==> config.mk <==
export PLATFORM = sky130hd
export DESIGN_NAME = asid_tlb
export DESIGN_NICKNAME = d
export VERILOG_FILES = /design/src/rtl/atlb_pkg.sv /design/src/rtl/atlb_match.sv /design/src/rtl/atlb_victim.sv /design/src/rtl/asid_tlb.sv
export SDC_FILE = /design/constraint.sdc
export NUM_CORES = 1
export LEC_CHECK = 0
export BUFFER_PORTS_ARGS = -buffer_cell sky130_fd_sc_hd__buf_2
export CORE_MARGIN = 2
export CORE_UTILIZATION = 40
export DETAILED_ROUTE_END_ITERATION = 10
export PLACE_DENSITY = 0.69
export SKIP_CTS_REPAIR_TIMING = 1
export SLEW_MARGIN = 30
export SYNTH_ARGS = -nofsm -noshare
export SYNTH_HDL_FRONTEND = slang
export SYNTH_SLANG_ARGS = --single-unit
==> constraint.sdc <==
create_clock -name clk -period 4.2 [get_ports clk]
set_clock_uncertainty 0.1 [all_clocks]
set_input_delay 0.42 -clock clk [delete_from_list [all_inputs] [get_ports clk]]
set_output_delay 0.42 -clock clk [all_outputs]
set_load 0.05 [all_outputs]
==> src/rtl/atlb_pkg.sv <==
package atlb_pkg;
   localparam int PERM_BITS = 3;
   localparam int PERM_RD   = 0;
   localparam int PERM_WR   = 1;
   localparam int PERM_EX   = 2;

   typedef enum logic [1:0] {
      OP_NONE       = 2'd0,
      OP_FLUSH_ALL  = 2'd1,
      OP_FLUSH_ASID = 2'd2
   } ctl_op_e;
endpackage

==> src/rtl/atlb_match.sv <==
module atlb_match #(
   parameter int N      = 8,
   parameter int VPN_W  = 20,
   parameter int ASID_W = 8
) (
   input  logic [N-1:0]             ent_valid,
   input  logic [N-1:0]             ent_glob,
   input  logic [N-1:0][VPN_W-1:0]  ent_vpn,
   input  logic [N-1:0][ASID_W-1:0] ent_asid,
   input  logic [VPN_W-1:0]         q_vpn,
   input  logic [ASID_W-1:0]        q_asid,
   input  logic                     q_any,
   output logic [N-1:0]             hit
);
   for (genvar i = 0; i < N; i++) begin : g_cmp
      logic vpn_eq;
      logic asid_ok;
      assign vpn_eq  = (ent_vpn[i] == q_vpn);
      assign asid_ok = ent_glob[i] | q_any | (ent_asid[i] == q_asid);
      assign hit[i]  = ent_valid[i] & vpn_eq & asid_ok;
   end
endmodule

==> src/rtl/atlb_victim.sv <==
module atlb_victim #(
   parameter int N = 8,
   localparam int IDX_W = (N > 1) ? $clog2(N) : 1
) (
   input  logic [N-1:0]     valid,
   input  logic [N-1:0]     wired,
   input  logic [IDX_W-1:0] rr_ptr,
   output logic             free_ok,
   output logic [IDX_W-1:0] free_idx,
   output logic             rr_ok,
   output logic [IDX_W-1:0] rr_idx
);
   always_comb begin
      free_ok  = 1'b0;
      free_idx = '0;
      for (int i = N - 1; i >= 0; i--) begin
         if (!valid[i]) begin
            free_ok  = 1'b1;
            free_idx = IDX_W'(i);
         end
      end
   end

   always_comb begin
      int t;
      rr_ok  = 1'b0;
      rr_idx = '0;
      for (int k = N - 1; k >= 0; k--) begin
         t = int'(rr_ptr) + k;
         if (t >= N) t = t - N;
         if (!wired[t]) begin
            rr_ok  = 1'b1;
            rr_idx = IDX_W'(t);
         end
      end
   end
endmodule

==> src/rtl/asid_tlb.sv <==
module asid_tlb #(
   parameter int N_ENTRIES = 8,
   parameter int VPN_W     = 20,
   parameter int PFN_W     = 20,
   parameter int ASID_W    = 8,
   localparam int IDX_W    = (N_ENTRIES > 1) ? $clog2(N_ENTRIES) : 1,
   localparam int PB       = atlb_pkg::PERM_BITS
) (
   input  logic              clk,
   input  logic              rst_n,
   input  logic              lk_valid,
   input  logic [VPN_W-1:0]  lk_vpn,
   input  logic [ASID_W-1:0] lk_asid,
   input  logic              lk_write,
   input  logic              lk_exec,
   output logic              rs_valid,
   output logic              rs_hit,
   output logic              rs_miss,
   output logic              rs_fault,
   output logic [PFN_W-1:0]  rs_pfn,
   output logic [PB-1:0]     rs_perm,
   input  logic              rf_valid,
   input  logic [VPN_W-1:0]  rf_vpn,
   input  logic [ASID_W-1:0] rf_asid,
   input  logic [PFN_W-1:0]  rf_pfn,
   input  logic [PB-1:0]     rf_perm,
   input  logic              rf_global,
   input  logic              rf_wire,
   output logic              rf_err,
   input  logic [1:0]        ctl_op,
   input  logic [ASID_W-1:0] ctl_asid
);
   import atlb_pkg::*;

   if (N_ENTRIES < 2) begin : g_bad_n
      $error("asid_tlb: N_ENTRIES must be at least 2");
   end
   if (VPN_W < 1 || PFN_W < 1 || ASID_W < 1) begin : g_bad_w
      $error("asid_tlb: field widths must be positive");
   end

   // Entry storage
   logic [N_ENTRIES-1:0]             e_valid, e_wired, e_glob;
   logic [N_ENTRIES-1:0][VPN_W-1:0]  e_vpn;
   logic [N_ENTRIES-1:0][ASID_W-1:0] e_asid;
   logic [N_ENTRIES-1:0][PFN_W-1:0]  e_pfn;
   logic [N_ENTRIES-1:0][PB-1:0]     e_perm;
   logic [IDX_W-1:0]                 rr_ptr;

   // Lookup compare
   logic [N_ENTRIES-1:0] lk_hit;
   atlb_match #(.N(N_ENTRIES), .VPN_W(VPN_W), .ASID_W(ASID_W)) u_lk_match (
      .ent_valid(e_valid), .ent_glob(e_glob), .ent_vpn(e_vpn), .ent_asid(e_asid),
      .q_vpn(lk_vpn), .q_asid(lk_asid), .q_any(1'b0), .hit(lk_hit)
   );

   // Refill duplicate compare
   logic [N_ENTRIES-1:0] rf_hit;
   atlb_match #(.N(N_ENTRIES), .VPN_W(VPN_W), .ASID_W(ASID_W)) u_rf_match (
      .ent_valid(e_valid), .ent_glob(e_glob), .ent_vpn(e_vpn), .ent_asid(e_asid),
      .q_vpn(rf_vpn), .q_asid(rf_asid), .q_any(rf_global), .hit(rf_hit)
   );

   // Victim candidates
   logic             free_ok, rr_ok;
   logic [IDX_W-1:0] free_idx, rr_idx;
   atlb_victim #(.N(N_ENTRIES)) u_victim (
      .valid(e_valid), .wired(e_wired), .rr_ptr(rr_ptr),
      .free_ok(free_ok), .free_idx(free_idx), .rr_ok(rr_ok), .rr_idx(rr_idx)
   );

   // Lookup result selection
   logic [PFN_W-1:0] sel_pfn;
   logic [PB-1:0]    sel_perm;
   logic             any_hit, viol;
   always_comb begin
      sel_pfn  = '0;
      sel_perm = '0;
      for (int i = 0; i < N_ENTRIES; i++) begin
         if (lk_hit[i]) begin
            sel_pfn  = sel_pfn  | e_pfn[i];
            sel_perm = sel_perm | e_perm[i];
         end
      end
   end
   assign any_hit = |lk_hit;
   assign viol    = lk_write ? ~sel_perm[PERM_WR] :
                    lk_exec  ? ~sel_perm[PERM_EX] : ~sel_perm[PERM_RD];

   // Refill slot choice
   logic             dup, wr_en, rr_adv, drop;
   logic [IDX_W-1:0] dup_idx, wr_idx;
   always_comb begin
      dup_idx = '0;
      for (int i = N_ENTRIES - 1; i >= 0; i--) begin
         if (rf_hit[i]) dup_idx = IDX_W'(i);
      end
   end
   assign dup = |rf_hit;

   always_comb begin
      wr_en  = 1'b0;
      rr_adv = 1'b0;
      drop   = 1'b0;
      wr_idx = '0;
      if (rf_valid) begin
         if (dup) begin
            wr_en  = 1'b1;
            wr_idx = dup_idx;
         end else if (free_ok) begin
            wr_en  = 1'b1;
            wr_idx = free_idx;
         end else if (rr_ok) begin
            wr_en  = 1'b1;
            rr_adv = 1'b1;
            wr_idx = rr_idx;
         end else begin
            drop   = 1'b1;
         end
      end
   end

   // Invalidation masks
   logic [N_ENTRIES-1:0] wr_oh, kill_dup, kill_fl;
   logic                 op_all, op_asid;
   assign op_all  = (ctl_op == OP_FLUSH_ALL);
   assign op_asid = (ctl_op == OP_FLUSH_ASID);
   assign wr_oh   = wr_en ? (N_ENTRIES'(1) << wr_idx) : '0;
   assign kill_dup = rf_valid ? (rf_hit & ~wr_oh) : '0;

   for (genvar i = 0; i < N_ENTRIES; i++) begin : g_flush
      assign kill_fl[i] = ~e_wired[i] & ~e_glob[i] &
                          (op_all | (op_asid & (e_asid[i] == ctl_asid)));
   end

   // Entry update
   always_ff @(posedge clk or negedge rst_n) begin
      if (!rst_n) begin
         e_valid <= '0;
         e_wired <= '0;
         e_glob  <= '0;
         e_vpn   <= '0;
         e_asid  <= '0;
         e_pfn   <= '0;
         e_perm  <= '0;
      end else begin
         for (int i = 0; i < N_ENTRIES; i++) begin
            if (kill_fl[i] | kill_dup[i]) begin
               e_valid[i] <= 1'b0;
               e_wired[i] <= 1'b0;
            end
            if (wr_oh[i]) begin
               e_valid[i] <= 1'b1;
               e_wired[i] <= rf_wire;
               e_glob[i]  <= rf_global;
               e_vpn[i]   <= rf_vpn;
               e_asid[i]  <= rf_asid;
               e_pfn[i]   <= rf_pfn;
               e_perm[i]  <= rf_perm;
            end
         end
      end
   end

   always_ff @(posedge clk or negedge rst_n) begin
      if (!rst_n) begin
         rr_ptr <= '0;
         rf_err <= 1'b0;
      end else begin
         rf_err <= drop;
         if (rr_adv) rr_ptr <= (int'(rr_idx) == N_ENTRIES - 1) ? '0 : rr_idx + 1'b1;
      end
   end

   // Result register
   always_ff @(posedge clk or negedge rst_n) begin
      if (!rst_n) begin
         rs_valid <= 1'b0;
         rs_hit   <= 1'b0;
         rs_miss  <= 1'b0;
         rs_fault <= 1'b0;
         rs_pfn   <= '0;
         rs_perm  <= '0;
      end else begin
         rs_valid <= lk_valid;
         rs_hit   <= lk_valid & any_hit;
         rs_miss  <= lk_valid & ~any_hit;
         rs_fault <= lk_valid & any_hit & viol;
         rs_pfn   <= lk_valid ? sel_pfn  : '0;
         rs_perm  <= lk_valid ? sel_perm : '0;
      end
   end
endmodule

==> impl_metrics.env <==
export IMPL_drtPass1Iterations=5
export IMPL_grt_pass1_wl_mm=123
export IMPL_maxCapViolations=0
export IMPL_hpwl_mm=54.0
export IMPL_port_buffer_count=124
export IMPL_seq_area_um2=11600
export IMPL_multiInputGateArea_um2=14200
export IMPL_wl_mm=81.3
export IMPL_synth_distinct_cells=73
export IMPL_syn_nets=2298
export IMPL_power_frac_clock=0.244
export IMPL_ys_warn_count=0
export IMPL_gr_total_overflow=0
export IMPL_syn_inst=2197
export IMPL_final_setup_tns_ps=0
export IMPL_avgRoutedWirePerCell_um=25.1
export IMPL_path_clk_slew_ps=60
export IMPL_synth_area_per_cell_um2=12.1
export IMPL_status="completed"
export IMPL_grtUsageTotal=0.237
export IMPL_vias=18954
export IMPL_worst_hold_path_endpoint="e_pfn[105]"
export IMPL_die_area_um2=68400
export IMPL_worstHoldPathCells=2
export IMPL_synth_main_ff_cell="dfrtp_1"
export IMPL_cts_sinks=463
export IMPL_intPower_mw=13.3
export IMPL_worst_pin_slew_ps=999
export IMPL_drc_errors=0
export IMPL_clkLatencyLatePin_ps=630
export IMPL_setup_viol=0
export IMPL_vias_per_cell=5.85
export IMPL_initial_core_util=0.403
export IMPL_crit_type="flop to flop"
export IMPL_seq_power_share=0.412
export IMPL_syn_area_um2=26500
export IMPL_cts_made_buffers=52
export IMPL_crit_fanout=31
export IMPL_final_max_slew_violation_count=0
export IMPL_crit_path_start_kind="flop"
export IMPL_ir_drop_mv=0.427
export IMPL_coreArea_um2=65700
export IMPL_reg2reg_slack_ps=130
export IMPL_period_share=0.968
export IMPL_hold_start="rf_pfn[5]"
export IMPL_antenna_found_initial=5
export IMPL_async_reset_ff_frac=1.00
export IMPL_worst_ep_required_time_ps=4600
export IMPL_cts_tree="built"
export IMPL_gp_congestion=0.933
export IMPL_whs_ps=22.4
export IMPL_num_io_pins=125
export IMPL_reg2reg_depth=11
export IMPL_die_w_um=262
export IMPL_layout_drive_gt1_share=0.326
export IMPL_fin_nets=2436
export IMPL_cts_root_buf="clkbuf_16"
export IMPL_cp_data_arrival_time_ps=4470
export IMPL_grt_max_degree=106
export IMPL_min_period_ps=4070
export IMPL_fill_cells=5803
export IMPL_max_freq_ghz=0.246
export IMPL_powerDensity_nw_per_um2=658
export IMPL_synth_seq_cells=463
export IMPL_rsz0062_at_grt="no"
export IMPL_endpoint_kind="flop"
export IMPL_reg2reg_from="rr_ptr[0]"
export IMPL_cts_path_max_buffers=3
export IMPL_area_growth_pct=16.0
export IMPL_die_y_um=262
export IMPL_synth_edff_count=0
export IMPL_grt_pass1_vias=19901
export IMPL_hold_path_class="input port to flop"
export IMPL_r2r_end="e_vpn[70]"
export IMPL_synth_seq_area_share=0.437
export IMPL_finalHoldViolCount=0
export IMPL_p_leak_nw=13.8
export IMPL_antenna_left=0
export IMPL_drt_iter0_markers=1569
export IMPL_htreeDepth=2
export IMPL_power_frac_comb=0.344
export IMPL_slew_headroom=0.332
export IMPL_power_switching_mw=6.95
export IMPL_row_count=94
export IMPL_swShare=0.343
worst max-delay path: stages (launching register included):
cell,delay [ps]
dfrtp_1,390
buf_8,190
mux4_2,550
mux2_2,290
or4b_1,500
o2111a_1,170
a211oi_2,350
a2111o_2,240
nand2_2,100
or3b_4,460
buf_12,200
mux2_4,330
cells in the mapped netlist (all sizes together), types with 10 or more instances:
library cell | n | area, um^2
or4 | 10 | 75.1
xnor2 | 190 | 1660
a21oi | 15 | 75.1
nor4 | 96 | 601
buf | 78 | 513
a221oi | 24 | 210
xor2 | 326 | 2860
o21ai | 20 | 100
nand4 | 60 | 375
mux4 | 10 | 225
mux2 | 421 | 5280
a22o | 25 | 219
nor3 | 31 | 155
clkbuf | 98 | 368
nand2 | 50 | 190
mux2i | 25 | 250
nor2 | 28 | 108
a22oi | 46 | 345
inv | 10 | 37.5
nand3 | 26 | 130
a31oi | 25 | 156
dfrtp | 463 | 11600
cell usage in the layout, fill, tap and decap left out, types with 49 or more instances in the layout:
master,instances
nor4_1,89
nand2_1,49
nand4_1,60
xor2_1,326
dfrtp_1,463
buf_2,123
mux2_4,144
mux2_2,238
xnor2_1,189
clkbuf_16,52
buf_4,104
state kept, by name, indices dropped and copies added (netlist names):
name and flops:
rr_ptr 3, e_glob 8, e_perm 24, rs_perm 3
e_vpn 160, rs_hit 1, e_asid 64, e_pfn 160
e_valid 8, rs_fault 1, rs_valid 1, rf_err 1
rs_miss 1, e_wired 8, rs_pfn 20
cell families (layout without fill, tap and decap cells):
logic type	count (synthesis)	after routing	share of synthesized area
AO/OA/AOI/OAI	214	214	0.0610
XOR/XNOR	516	516	0.170
adder cells (fa/ha/maj)	4	4	0.00189
buffers and inverters	187	364	0.0348
flip-flops	463	463	0.437
multiplexers	456	456	0.217
other	0	1	0
AND/OR/NAND/NOR	357	357	0.0781
worst max path at each step:
| stage | to | from | cells after the start |
|---|---|---|---|
| 3_5_place_dp | e_vpn[53] | rf_asid[6] | 13 |
| 3_3_place_gp | e_pfn[30] | rr_ptr[0] | 12 |
| 2_1_floorplan | e_perm[16] | rr_ptr[1] | 17 |
| 5_1_grt | e_vpn[104] | rr_ptr[0] | 12 |
| 6_report | e_vpn[70] | rr_ptr[0] | 11 |
| 4_1_cts | e_vpn[119] | rr_ptr[0] | 12 |
metal layers:
layer | wire [um] | share of wire | vias up | GRT usage
met5 | 50 | 0.00062 | - | 0
met4 | 3940 | 0.048 | 8 | 0.112
met3 | 6430 | 0.079 | 266 | 0.0483
met2 | 36800 | 0.45 | 796 | 0.374
met1 | 34000 | 0.42 | 9720 | 0.311
li1 | - | - | 8164 | -
metrics by stage:
stage | util | cell area (um^2) | std cells | total power [mW] | setup slack, ps
6_report | 0.468 | 30800 | 3239 | 20.2 | 134
5_1_grt | 0.468 | 30800 | 3238 | 21.3 | 11.3
4_1_cts | 0.466 | 30600 | 3235 | 20.2 | 63.6
3_5_place_dp | 0.438 | 28800 | 3142 | 15.2 | 64.5
3_3_place_gp | 0.438 | 28800 | 3142 | 14.9 | 141
2_1_floorplan | - | 26600 | 2197 | 13.2 | 23.6
cell type report:
type	instances	share of cell area
multi-input combinational	1547	0.460
sequential	463	0.377
timing repair buffer	260	0.0656
clock buffer	67	0.0471
tap	864	0.0351
clock inverter	26	0.0138
inverter	11	0.00134
antenna	1	0.0000813
power by group through the flow:
stage / registers, mW / logic [mW] / clock network (mW)
2_1_floorplan: 7.77 / 5.40 / 0
3_3_place_gp: 8.22 / 6.66 / 0
3_5_place_dp: 8.34 / 6.88 / 0
4_1_cts: 8.29 / 6.93 / 5.02
5_1_grt: 8.57 / 7.52 / 5.22
6_report: 8.33 / 6.97 / 4.95
Power figures use the tool's default switching activity.
